--- src/rtl/lhm_pkg.sv ---
package lhm_pkg;
    localparam int FLIT_W   = 64;
    localparam int CRC_W    = 16;
    localparam logic [CRC_W-1:0] CRC_POLY = 16'h1021;
    localparam logic [CRC_W-1:0] CRC_INIT = 16'hFFFF;
    localparam int CAUSE_W  = 4;
    localparam int C_TMO    = 0;
    localparam int C_HELLO  = 1;
    localparam int C_CRC    = 2;
    localparam int C_PEER   = 3;

    typedef enum logic [1:0] {K_DATA = 2'd0, K_TRAIL = 2'd1, K_HELLO = 2'd2, K_ERR = 2'd3} lk_kind_e;
    typedef enum logic [2:0] {TX_IDLE, TX_DATA, TX_TRAIL, TX_HELLO, TX_DOWN} tx_st_e;
    typedef enum logic [1:0] {RX_IDLE, RX_BODY, RX_TRAIL} rx_st_e;

    // serial CRC update over one flit, most significant bit first
    function automatic logic [CRC_W-1:0] crc_flit(input logic [CRC_W-1:0] seed,
                                                  input logic [FLIT_W-1:0] d);
        logic [CRC_W-1:0] c;
        logic fb;
        c = seed;
        for (int i = FLIT_W - 1; i >= 0; i--) begin
            fb = c[CRC_W-1] ^ d[i];
            c  = {c[CRC_W-2:0], 1'b0};
            if (fb) c = c ^ CRC_POLY;
        end
        return c;
    endfunction
endpackage

--- src/rtl/lhm_tx_fsm.sv ---
module lhm_tx_fsm
    import lhm_pkg::*;
#(
    parameter int PKT_FLITS = 8,
    parameter int IDLE_W    = 16,
    parameter logic [FLIT_W-1:0] HELLO_PAT = 64'hA5C3_5A3C_0FF0_F00F
) (
    input  logic              clk,
    input  logic              rst_n,
    input  logic              fault,
    input  logic [IDLE_W-1:0] cfg_idle,
    input  logic              up_valid,
    input  logic [FLIT_W-1:0] up_data,
    output logic              up_ready,
    output logic              tx_valid,
    output lk_kind_e          tx_kind,
    output logic [FLIT_W-1:0] tx_word
);
    localparam int CNT_W = $clog2(PKT_FLITS + 1);

    tx_st_e            st, nx;
    logic [IDLE_W-1:0] idle_cnt;
    logic [CNT_W-1:0]  flit_cnt;
    logic [CRC_W-1:0]  crc;
    logic              acc, idle_done;

    always_comb begin
        up_ready  = !fault && (st == TX_IDLE || st == TX_DATA);
        acc       = up_valid && up_ready;
        idle_done = ({1'b0, idle_cnt} + (IDLE_W+1)'(1)) >= {1'b0, cfg_idle};
    end

    always_comb begin
        nx = st;
        unique case (st)
            TX_IDLE: begin
                if (fault)          nx = TX_DOWN;
                else if (acc)       nx = (PKT_FLITS == 1) ? TX_TRAIL : TX_DATA;
                else if (idle_done) nx = TX_HELLO;
            end
            TX_DATA: begin
                if (fault) nx = TX_DOWN;
                else if (acc && flit_cnt == CNT_W'(PKT_FLITS - 1)) nx = TX_TRAIL;
            end
            TX_TRAIL: nx = fault ? TX_DOWN : TX_IDLE;
            TX_HELLO: nx = fault ? TX_DOWN : TX_IDLE;
            TX_DOWN:  if (!fault) nx = TX_IDLE;
            default:  nx = TX_DOWN;
        endcase
    end

    // state register with its counters
    always_ff @(posedge clk) begin
        if (!rst_n) begin
            st       <= TX_IDLE;
            idle_cnt <= '0;
            flit_cnt <= '0;
            crc      <= CRC_INIT;
        end else begin
            st <= nx;
            if (st == TX_IDLE && nx == TX_IDLE) idle_cnt <= idle_cnt + 1'b1;
            else                                idle_cnt <= '0;
            if (acc) begin
                flit_cnt <= (st == TX_IDLE) ? CNT_W'(1) : flit_cnt + 1'b1;
                crc      <= crc_flit((st == TX_IDLE) ? CRC_INIT : crc, up_data);
            end
        end
    end

    // registered link outputs
    always_ff @(posedge clk) begin
        if (!rst_n) begin
            tx_valid <= 1'b0;
            tx_kind  <= K_DATA;
            tx_word  <= '0;
        end else begin
            tx_valid <= 1'b0;
            if (acc) begin
                tx_valid <= 1'b1;
                tx_kind  <= K_DATA;
                tx_word  <= up_data;
            end else if (st == TX_TRAIL && !fault) begin
                tx_valid <= 1'b1;
                tx_kind  <= K_TRAIL;
                tx_word  <= {{(FLIT_W-CRC_W){1'b0}}, crc};
            end else if (st == TX_HELLO && !fault) begin
                tx_valid <= 1'b1;
                tx_kind  <= K_HELLO;
                tx_word  <= HELLO_PAT;
            end
        end
    end
endmodule

--- src/rtl/lhm_rx_fsm.sv ---
module lhm_rx_fsm
    import lhm_pkg::*;
#(
    parameter int PKT_FLITS = 8,
    parameter int TMO_W     = 20,
    parameter logic [FLIT_W-1:0] HELLO_PAT = 64'hA5C3_5A3C_0FF0_F00F
) (
    input  logic              clk,
    input  logic              rst_n,
    input  logic              hold,
    input  logic [TMO_W-1:0]  cfg_timeout,
    input  logic              rx_valid,
    input  lk_kind_e          rx_kind,
    input  logic [FLIT_W-1:0] rx_word,
    output logic              ev_tmo,
    output logic              ev_hello_bad,
    output logic              ev_crc_bad,
    output logic              ev_peer
);
    localparam int CNT_W = $clog2(PKT_FLITS + 1);

    rx_st_e           st, nx;
    logic [CNT_W-1:0] cnt;
    logic [CRC_W-1:0] crc, crc_nx;
    logic [TMO_W-1:0] tmo_cnt;
    logic             data_in, trail_in;

    always_comb begin
        data_in      = rx_valid && rx_kind == K_DATA;
        trail_in     = rx_valid && rx_kind == K_TRAIL;
        ev_hello_bad = rx_valid && rx_kind == K_HELLO && rx_word != HELLO_PAT;
        ev_peer      = rx_valid && rx_kind == K_ERR;
        ev_tmo       = !hold && !rx_valid &&
                       ({1'b0, tmo_cnt} + (TMO_W+1)'(1)) >= {1'b0, cfg_timeout};
        crc_nx       = crc_flit((st == RX_IDLE) ? CRC_INIT : crc, rx_word);
    end

    always_comb begin
        nx         = st;
        ev_crc_bad = 1'b0;
        unique case (st)
            RX_IDLE: begin
                if (trail_in)     ev_crc_bad = 1'b1;
                else if (data_in) nx = (PKT_FLITS == 1) ? RX_TRAIL : RX_BODY;
            end
            RX_BODY: begin
                if (trail_in) begin
                    ev_crc_bad = 1'b1;
                    nx         = RX_IDLE;
                end else if (data_in && cnt == CNT_W'(PKT_FLITS - 1)) begin
                    nx = RX_TRAIL;
                end
            end
            RX_TRAIL: begin
                if (data_in || trail_in) begin
                    nx         = RX_IDLE;
                    ev_crc_bad = data_in || (rx_word[CRC_W-1:0] != crc);
                end
            end
            default: nx = RX_IDLE;
        endcase
    end

    always_ff @(posedge clk) begin
        if (!rst_n) begin
            st      <= RX_IDLE;
            cnt     <= '0;
            crc     <= CRC_INIT;
            tmo_cnt <= '0;
        end else begin
            st <= nx;
            if (data_in && st != RX_TRAIL) begin
                cnt <= (st == RX_IDLE) ? CNT_W'(1) : cnt + 1'b1;
                crc <= crc_nx;
            end
            if (hold || rx_valid) tmo_cnt <= '0;
            else if (!ev_tmo)     tmo_cnt <= tmo_cnt + 1'b1;
        end
    end
endmodule

--- src/rtl/lhm_fault_latch.sv ---
module lhm_fault_latch
    import lhm_pkg::*;
(
    input  logic               clk,
    input  logic               rst_n,
    input  logic               clr,
    input  logic               ev_tmo,
    input  logic               ev_hello_bad,
    input  logic               ev_crc_bad,
    input  logic               ev_peer,
    output logic               fault,
    output logic [CAUSE_W-1:0] cause,
    output logic               err_req,
    output logic               peer_seen
);
    logic [CAUSE_W-1:0] evs, first;
    logic               set_now;

    always_comb begin
        evs           = '0;
        evs[C_TMO]    = ev_tmo;
        evs[C_HELLO]  = ev_hello_bad;
        evs[C_CRC]    = ev_crc_bad;
        evs[C_PEER]   = ev_peer;
        first         = evs & (~evs + 1'b1);
        set_now       = !clr && !fault && (|evs);
    end

    always_ff @(posedge clk) begin
        if (!rst_n) begin
            fault     <= 1'b0;
            cause     <= '0;
            err_req   <= 1'b0;
            peer_seen <= 1'b0;
        end else begin
            err_req   <= set_now;
            peer_seen <= ev_peer;
            if (clr) begin
                fault <= 1'b0;
                cause <= '0;
            end else if (set_now) begin
                fault <= 1'b1;
                cause <= first;
            end
        end
    end
endmodule

--- src/rtl/lhm_link_monitor.sv ---
module lhm_link_monitor
    import lhm_pkg::*;
#(
    parameter int PKT_FLITS = 8,
    parameter int IDLE_W    = 16,
    parameter int TMO_W     = 20,
    parameter logic [63:0] HELLO_PAT = 64'hA5C3_5A3C_0FF0_F00F
) (
    input  logic              clk,
    input  logic              rst_n,
    input  logic [IDLE_W-1:0] cfg_idle,
    input  logic [TMO_W-1:0]  cfg_timeout,
    input  logic              fault_clr,
    input  logic              up_valid,
    output logic              up_ready,
    input  logic [63:0]       up_data,
    output logic              lk_tx_valid,
    output logic [1:0]        lk_tx_kind,
    output logic [63:0]       lk_tx_word,
    input  logic              lk_rx_valid,
    input  logic [1:0]        lk_rx_kind,
    input  logic [63:0]       lk_rx_word,
    output logic              fault,
    output logic [3:0]        fault_cause,
    output logic              err_pkt_req,
    output logic              peer_err_seen
);
    lk_kind_e tx_kind;
    logic     ev_tmo, ev_hello_bad, ev_crc_bad, ev_peer;

    lhm_tx_fsm #(.PKT_FLITS(PKT_FLITS), .IDLE_W(IDLE_W), .HELLO_PAT(HELLO_PAT)) tx_i (
        .clk(clk), .rst_n(rst_n), .fault(fault), .cfg_idle(cfg_idle),
        .up_valid(up_valid), .up_data(up_data), .up_ready(up_ready),
        .tx_valid(lk_tx_valid), .tx_kind(tx_kind), .tx_word(lk_tx_word)
    );
    assign lk_tx_kind = tx_kind;

    lhm_rx_fsm #(.PKT_FLITS(PKT_FLITS), .TMO_W(TMO_W), .HELLO_PAT(HELLO_PAT)) rx_i (
        .clk(clk), .rst_n(rst_n), .hold(fault), .cfg_timeout(cfg_timeout),
        .rx_valid(lk_rx_valid), .rx_kind(lk_kind_e'(lk_rx_kind)), .rx_word(lk_rx_word),
        .ev_tmo(ev_tmo), .ev_hello_bad(ev_hello_bad), .ev_crc_bad(ev_crc_bad), .ev_peer(ev_peer)
    );

    lhm_fault_latch flt_i (
        .clk(clk), .rst_n(rst_n), .clr(fault_clr),
        .ev_tmo(ev_tmo), .ev_hello_bad(ev_hello_bad), .ev_crc_bad(ev_crc_bad), .ev_peer(ev_peer),
        .fault(fault), .cause(fault_cause), .err_req(err_pkt_req), .peer_seen(peer_err_seen)
    );
endmodule

--- config.mk ---
export PLATFORM = sky130hd
export DESIGN_NAME = lhm_link_monitor
export DESIGN_NICKNAME = d
export VERILOG_FILES = /design/src/rtl/lhm_pkg.sv /design/src/rtl/lhm_tx_fsm.sv /design/src/rtl/lhm_rx_fsm.sv /design/src/rtl/lhm_fault_latch.sv /design/src/rtl/lhm_link_monitor.sv
export SDC_FILE = /design/constraint.sdc
export NUM_CORES = 1
export LEC_CHECK = 0
export BUFFER_PORTS_ARGS = -buffer_cell sky130_fd_sc_hd__buf_2
export CELL_PAD_IN_SITES_DETAIL_PLACEMENT = 1
export CELL_PAD_IN_SITES_GLOBAL_PLACEMENT = 1
export CORE_MARGIN = 2
export CORE_UTILIZATION = 46
export CTS_CLUSTER_DIAMETER = 80
export DETAILED_ROUTE_END_ITERATION = 6
export GPL_TIMING_DRIVEN = 0
export HOLD_SLACK_MARGIN = 0.06
export PLACE_DENSITY = 0.95
export SLEW_MARGIN = 20
export SYNTH_ARGS = -nofsm -noshare
export SYNTH_HDL_FRONTEND = slang
export SYNTH_SLANG_ARGS = --single-unit
--- constraint.sdc ---
create_clock -name clk -period 11.3 [get_ports clk]
set_input_delay 2.26 -clock clk [delete_from_list [all_inputs] [get_ports clk]]
set_output_delay 2.26 -clock clk [all_outputs]
set_load 0.005 [all_outputs]
==> results of run 1 <==
-- synth_stat cells, types with 8 or more instances --
master    count
o21ai_0      19
nor4_1        8
o211a_1      10
nor4b_1      11
xor2_1       84
dfxtp_1     155
a221oi_1     24
nand3_1      71
nor2_1       81
and2_1       10
a21boi_0     27
nand2_1      97
xnor2_2      12
nor3_1       44
xnor2_1     319
nor2b_1      41
o211ai_1     21
nand4_1      12
xnor3_1      22
clkbuf_1     65
inv_1        43
and3_1       34
nand3b_1      8
ha_1         40
mux2i_1      19
or3_1        20
a21oi_1      40
o21a_1        8
o41ai_1      18
-- worst register-to-register path: stages, from the launching register on --
cell	delay [ns]
dfxtp_1	0.30
buf_2	0.17
nor3_2	0.43
clkbuf_1	0.42
nor2_1	0.15
xnor2_1	0.23
xnor2_1	0.58
xnor3_1	0.45
xnor2_1	0.43
xor2_1	0.29
xnor3_1	0.56
xnor3_1	0.43
xnor2_1	0.30
xnor2_1	0.17
xnor2_1	0.34
xor2_1	0.22
nor2_1	0.06
o21ai_0	0.13
-- per-layer routing --
metal,GRT usage,vias to the layer above
li1,-,5505
met1,0.369,5903
met2,0.593,532
met3,0.0542,155
met4,0.164,2
met5,0,-
-- flip-flops by register name (all words and copies together) (netlist names) --
| signal | count |
|---|---|
| rx_i.cnt | 4 |
| tx_i.st | 3 |
| flt_i.cause | 4 |
| tx_i.tx_word | 64 |
| rx_i.tmo_cnt | 20 |
| flt_i.peer_seen | 1 |
| tx_i.tx_kind | 2 |
| flt_i.fault | 1 |
| rx_i.st | 2 |
| tx_i.idle_cnt | 16 |
| tx_i.crc | 16 |
| flt_i.err_req | 1 |
| tx_i.flit_cnt | 4 |
| rx_i.crc | 16 |
| tx_i.tx_valid | 1 |
-- kinds of logic after synthesis --
group / after synthesis / share of synthesized area
flip-flops: 155 / 0.245
AND/OR/NAND/NOR: 459 / 0.187
buffers and inverters: 118 / 0.0354
adder cells (fa/ha/maj): 40 / 0.0396
XOR/XNOR: 450 / 0.359
multiplexers: 19 / 0.0150
AO/OA/AOI/OAI: 205 / 0.119
-- area by class of cell --
type                    instances  area (sq um)
multi-input cells            1173          9100
clock buffers                  18           429
flip-flops and latches        155          3100
well taps                     341           427
inverters                      43           161
clock inverters                14           161
fillers                      3288         12100
repair buffers                245          1230
diodes                          1          2.50
plain buffers                  75           287
-- cells in the final DEF (no fill, tap or decap), types with 41 or more instances in the layout --
| cell | netlist | routed |
|---|---|---|
| xor2_1 | 84 | 84 |
| nor2_1 | 81 | 81 |
| buf_2 | 4 | 249 |
| dfxtp_1 | 155 | 155 |
| clkbuf_1 | 65 | 66 |
| nand2_1 | 97 | 97 |
| xnor2_1 | 319 | 319 |
| nor3_1 | 44 | 44 |
| inv_1 | 43 | 43 |
| nand3_1 | 71 | 71 |
| nor2b_1 | 41 | 41 |
-- how the worst min path moves through the flow --
stage                                  startpoint  cells after the start                       endpoint
global route          tx_i.idle_cnt[0]$_SDFF_PN0_                      1    tx_i.idle_cnt[0]$_SDFF_PN0_
CTS                 tx_i.tx_word[52]$_SDFFE_PN0P_                      2  tx_i.tx_word[52]$_SDFFE_PN0P_
detailed placement  tx_i.tx_word[31]$_SDFFE_PN0P_                      2  tx_i.tx_word[31]$_SDFFE_PN0P_
floorplan             tx_i.idle_cnt[0]$_SDFF_PN0_                      1    tx_i.idle_cnt[0]$_SDFF_PN0_
finish                flt_i.cause[0]$_SDFFE_PP0P_                      2    flt_i.cause[0]$_SDFFE_PP0P_
global placement    tx_i.tx_word[39]$_SDFFE_PN0P_                      2  tx_i.tx_word[39]$_SDFFE_PN0P_
-- through the flow --
step / utilization / std cells / worst slack [ns]
global placement: 0.531 / 2032 / 4.42
detailed placement: 0.531 / 2032 / 4.19
CTS: 0.553 / 2064 / 4.54
finish: 0.553 / 2065 / 4.45
floorplan: - / 1446 / 5.10
global route: 0.553 / 2065 / 4.34
==> results.cfg, run 1 <==
[logic_synthesis]
synth.largest_area_cell = dfxtp_1
synth_edf_count = 0
postSynthCellCount = 1446
synth.avg_cell_area_sq_um = 8.75
synthFlopType = dfxtp_1
yosysWarnings = 0
ys_seq_elements = 155
synth_top_area_frac = 0.245
synth_area_sq_um = 12600
synth.distinct_cells = 60
synthTopCellsByArea = dfxtp_1 25%, xnor2_1 22%, xor2_1 5.8%
synthesis.nets = 1657
async_flop_share = 0
yosysSeqAreaShare = 0.245

[status]
status = completed

[detailed_routing]
wl_met2_mm = 24.1
drt-total-wl_mm = 47.7
drc_errors = 0
vias_per_cell = 5.86
antenna_left = 0
vias = 12100
wl_met1_mm = 18.3
drt_iter0_markers = 775
wl_per_cell_um = 23.1
wl_met3_mm = 2.84
dr.pass1.iters = 5
route.top_layer_used = met5

[critical_path]
cp_slowest_cell = xnor2_1
r2r_cells = 17
cp_common_cell = xnor2_1
critPathMaxStageDelay_ns = 0.62
crit_chain = buf_2 > nor4b_1 > a211oi_4 > xor3_1 > xor2_1 > xnor2_1 > xor2_1 > xnor2_1 > xnor2_2 > xnor2_1 > xnor2_2 > xnor2_2 > xnor3_2 > xnor2_1 > nor2_1 > o21ai_1
cp-end-kind = flip-flop
regToRegEndpoint = tx_i.crc[9]$_SDFFE_PN1P_
required_ns = 11.60
crit_type = in2reg
reg2reg_slack_ns = 5.56
r2r_start = tx_i.st[0]$_SDFF_PN0_
crit_start = up_data[60]
endpoint = tx_i.crc[6]$_SDFFE_PN1P_
start_kind = input pin
crit_family = XOR/XNOR gates
cp_num_cells = 16
crit_arrival_ns = 7.16
worst-path-buf-inv = 1
cp_max_fo = 5

[global_route]
antenna_found_initial = 2
grtUsageTotal = 0.327
grt_pass1_vias = 13000
grt_max_degree = 17
grt_pass1_wl_mm = 72.7
gr-total-overflow = 0

[timing]
whs_ns = 0.477
clock.fmax_ghz = 0.146
min_period_ns = 6.85
rsz0062_at_grt = no
fin_tns_setup_ns = 0
tightest_slew_ns = 0.934
fin_skew_ns = 0.0127
slew_headroom = 0.373
hold_viol = 0
fin_crit_sh = 0.607
slew_violations = 0
finalSetupViolCount = 0

[die]
die_area_sq_um = 28800
row_count = 60
start_util = 0.469
io_pins = 246
core_sq_um = 27000
die_h_um = 170
die_x_um = 170

[clocking]
cts_root_buf = clkbuf_16
clockBufferDepth = 2
htreeDepth = 4
clock-sinks = 155
cts-resized-gates = 0
postCtsSetupRepairBufs = 0
cts_buffers = 17
clock_latency_ns = 0.44
tritoncts = built
ctsHoldBuffers = 0
clk_pin_slew_ns = 0.07

[placed_design]
place_area_sq_um = 14300
io_buffer_count = 245
dp_hpwl_mm = 37.6
place_congestion = 0.973

[finish]
final_layout_size_suffix_gt1_frac = 0.177
final_area_sq_um = 14900
syn_to_final_growth_pct = 17.8
nets = 1921

[run]
maxCapViolations = 0

[hold_path]
hp-class = reg2reg
Power of run 1 is not shown: default switching activity piles up to over one toggle a cycle in this logic, so the estimate is an artifact.
==> run 2, diff against run 1 <==
--- a/config.mk
+++ b/config.mk
@@ -9,12 +9,12 @@
 export CELL_PAD_IN_SITES_DETAIL_PLACEMENT = 1
 export CELL_PAD_IN_SITES_GLOBAL_PLACEMENT = 1
 export CORE_MARGIN = 2
-export CORE_UTILIZATION = 46
+export CORE_UTILIZATION = 39
 export CTS_CLUSTER_DIAMETER = 80
 export DETAILED_ROUTE_END_ITERATION = 6
 export GPL_TIMING_DRIVEN = 0
 export HOLD_SLACK_MARGIN = 0.06
-export PLACE_DENSITY = 0.95
+export PLACE_DENSITY = 0.89
 export SLEW_MARGIN = 20
 export SYNTH_ARGS = -nofsm -noshare
 export SYNTH_HDL_FRONTEND = slang
==> constraint.sdc (replaced) <==
create_clock -name clk -period 5.5 [get_ports clk]
set_input_delay 1.1 -clock clk [delete_from_list [all_inputs] [get_ports clk]]
set_output_delay 1.1 -clock clk [all_outputs]
set_load 0.005 [all_outputs]
==> run 2 against run 1 <==
Non-clock buffer count is 2 higher. Worst setup slack lost 4.2 ns. Critical endpoint is now rx_i.crc[5]$_SDFFE_PN1P_. Sequential cell count did not move. Register-to-register slack got worse by 5.3 ns. Wire length decreased by 1.8%. Cell count up 3.1%. First-iteration DRC count shrank 25%. Critical path type unchanged. Clock skew up 0.0041 ns. Highest routed layer unchanged.
==> results.cfg, run 2 (same netlist as run 1, synthesis figures left out) <==
[detailed_routing]
drt_iter0_markers = 584
vias_per_cell = 5.62
dr.pass1.iters = 5
wl_per_cell_um = 22.0
wl_met2_mm = 23.3
wl_met1_mm = 18.8
drc_errors = 0
vias = 12000
antenna_left = 0
wl_met3_mm = 2.82
route.top_layer_used = met5
drt-total-wl_mm = 46.8

[critical_path]
r2r_start = tx_i.st[0]$_SDFF_PN0_
start_kind = input pin
crit_arrival_ns = 5.65
crit_chain = buf_2 > xor2_1 > xnor3_1 > xor2_1 > xnor2_1 > xnor2_1 > xor3_1 > xnor2_1 > xnor2_1 > xnor2_1 > xnor2_1 > xnor2_1 > xnor2_1 > nor2_1 > o21ai_0
cp_common_cell = xnor2_1
cp_max_fo = 3
critPathMaxStageDelay_ns = 0.58
crit_type = in2reg
cp-end-kind = flip-flop
cp_slowest_cell = xnor3_1
crit_start = lk_rx_word[53]
required_ns = 5.86

[placed_design]
dp_slack_ns = -0.509
dp_hpwl_mm = 37.4
place_area_sq_um = 14400
place_congestion = 0.938
io_buffer_count = 245
dpl.cell_count = 2093

[global_route]
gr-total-overflow = 0
grt_pass1_vias = 12600
grt_max_degree = 17
antenna_found_initial = 2
grt_pass1_wl_mm = 71.6
grtUsageTotal = 0.273

[timing]
tightest_slew_ns = 0.819
slew_headroom = 0.451
hold_viol = 0
fin_skew_ns = 0.0168
fin_ws_ns = 0.210
finalSetupViolCount = 0
min_period_ns = 5.29
slew_violations = 0
fin_crit_sh = 0.962
clock.fmax_ghz = 0.189

[clocking]
ctsHoldBuffers = 0
cts_root_buf = clkbuf_16
htreeDepth = 4
clockBufferDepth = 2
clock_latency_ns = 0.45
clock-sinks = 155
clk_pin_slew_ns = 0.07
tritoncts = built
cts_buffers = 17

[finish]
final_area_sq_um = 15100
top_regs = tx_i.tx_word: 64 flops, rx_i.tmo_cnt: 20 flops
syn_to_final_growth_pct = 19.1
final_common_cell = xnor2_1
final_layout_size_suffix_gt1_frac = 0.186
fin_cells = 2129
top_register = tx_i.tx_word
n_fill_cell = 3842
nets = 1923
largest_register_ffs = 64
layout.cells.most_common_list = 311 x xnor2_1, 249 x buf_2, 155 x dfxtp_1, 97 x nand2_1, 82 x xor2_1

[hold_path]
hold_start = tx_i.tx_word[59]$_SDFFE_PN0P_
hp-class = reg2reg

[die]
die_x_um = 184
io_pins = 246
die_h_um = 184
core_sq_um = 31700
die_area_sq_um = 33900
row_count = 65
start_util = 0.399

[status]
status = completed

[run]
maxCapViolations = 0
==> run 2: changes by cell type in the layout (fill, tap and decap cells not counted), sizes merged <==
| cell | change |
|---|---|
| clkinv | +1 |
| bufinv | -1 |
| inv | +1 |
| buf | +2 |
| diode | +1 |
| clkbuf | -1 |
==> run 2: layout make-up <==
class	count	area [sq um]	area share
plain buffers	75	288	0.0191
flip-flops and latches	155	3100	0.206
clock buffers	17	425	0.0282
multi-input cells	1173	9180	0.609
repair buffers	247	1240	0.0824
clock inverters	15	156	0.0104
diodes	2	5.00	0.000332
well taps	402	503	0.0334
inverters	43	161	0.0107
==> run 2: timing repair <==
action | CTS | global route
pin swaps | 0 | 2
setup buffers | 0 | 2
endpoints found under the setup margin | 7 | 5
cloned | 0 | 0
gates resized for setup | 5 | 8
==> run 2: routing by layer <==
layer | vias up | GRT usage
met2 | 487 | 0.498
met4 | 2 | 0.118
li1 | 5508 | -
met1 | 5858 | 0.310
met5 | - | 0
met3 | 117 | 0.0500
==> run 2: stage by stage <==
step	setup TNS [ns]	hold slack (ns)	util
floorplan	0	0.444	-
global placement	-0.677	0.461	0.453
detailed placement	-3.30	0.477	0.453
CTS	0	0.487	0.473
global route	-0.0102	0.507	0.475
finish	0	0.484	0.475
==> run 2: path summary, 6_finish.rpt <==
| kind | endpoint | slack, ns | cells after the start |
|---|---|---|---|
| max | rx_i.crc[5]$_SDFFE_PN1P_ | 0.21 | 15 |
| max reg2reg | tx_i.crc[6]$_SDFFE_PN1P_ | 0.25 | 17 |
| min reg2reg | tx_i.tx_word[59]$_SDFFE_PN0P_ | 0.48 | 2 |
| min | tx_i.tx_word[59]$_SDFFE_PN0P_ | 0.48 | 2 |
==> run 2: critical path: cells and delay by family <==
| kind | cells | cell delay, ns |
|---|---|---|
| simple gates | 1 | 0.05 |
| buf+inv | 1 | 0.11 |
| compound gates | 1 | 0.16 |
| xor+xnor | 12 | 4.22 |
Power of run 2 is left out for the same reason.
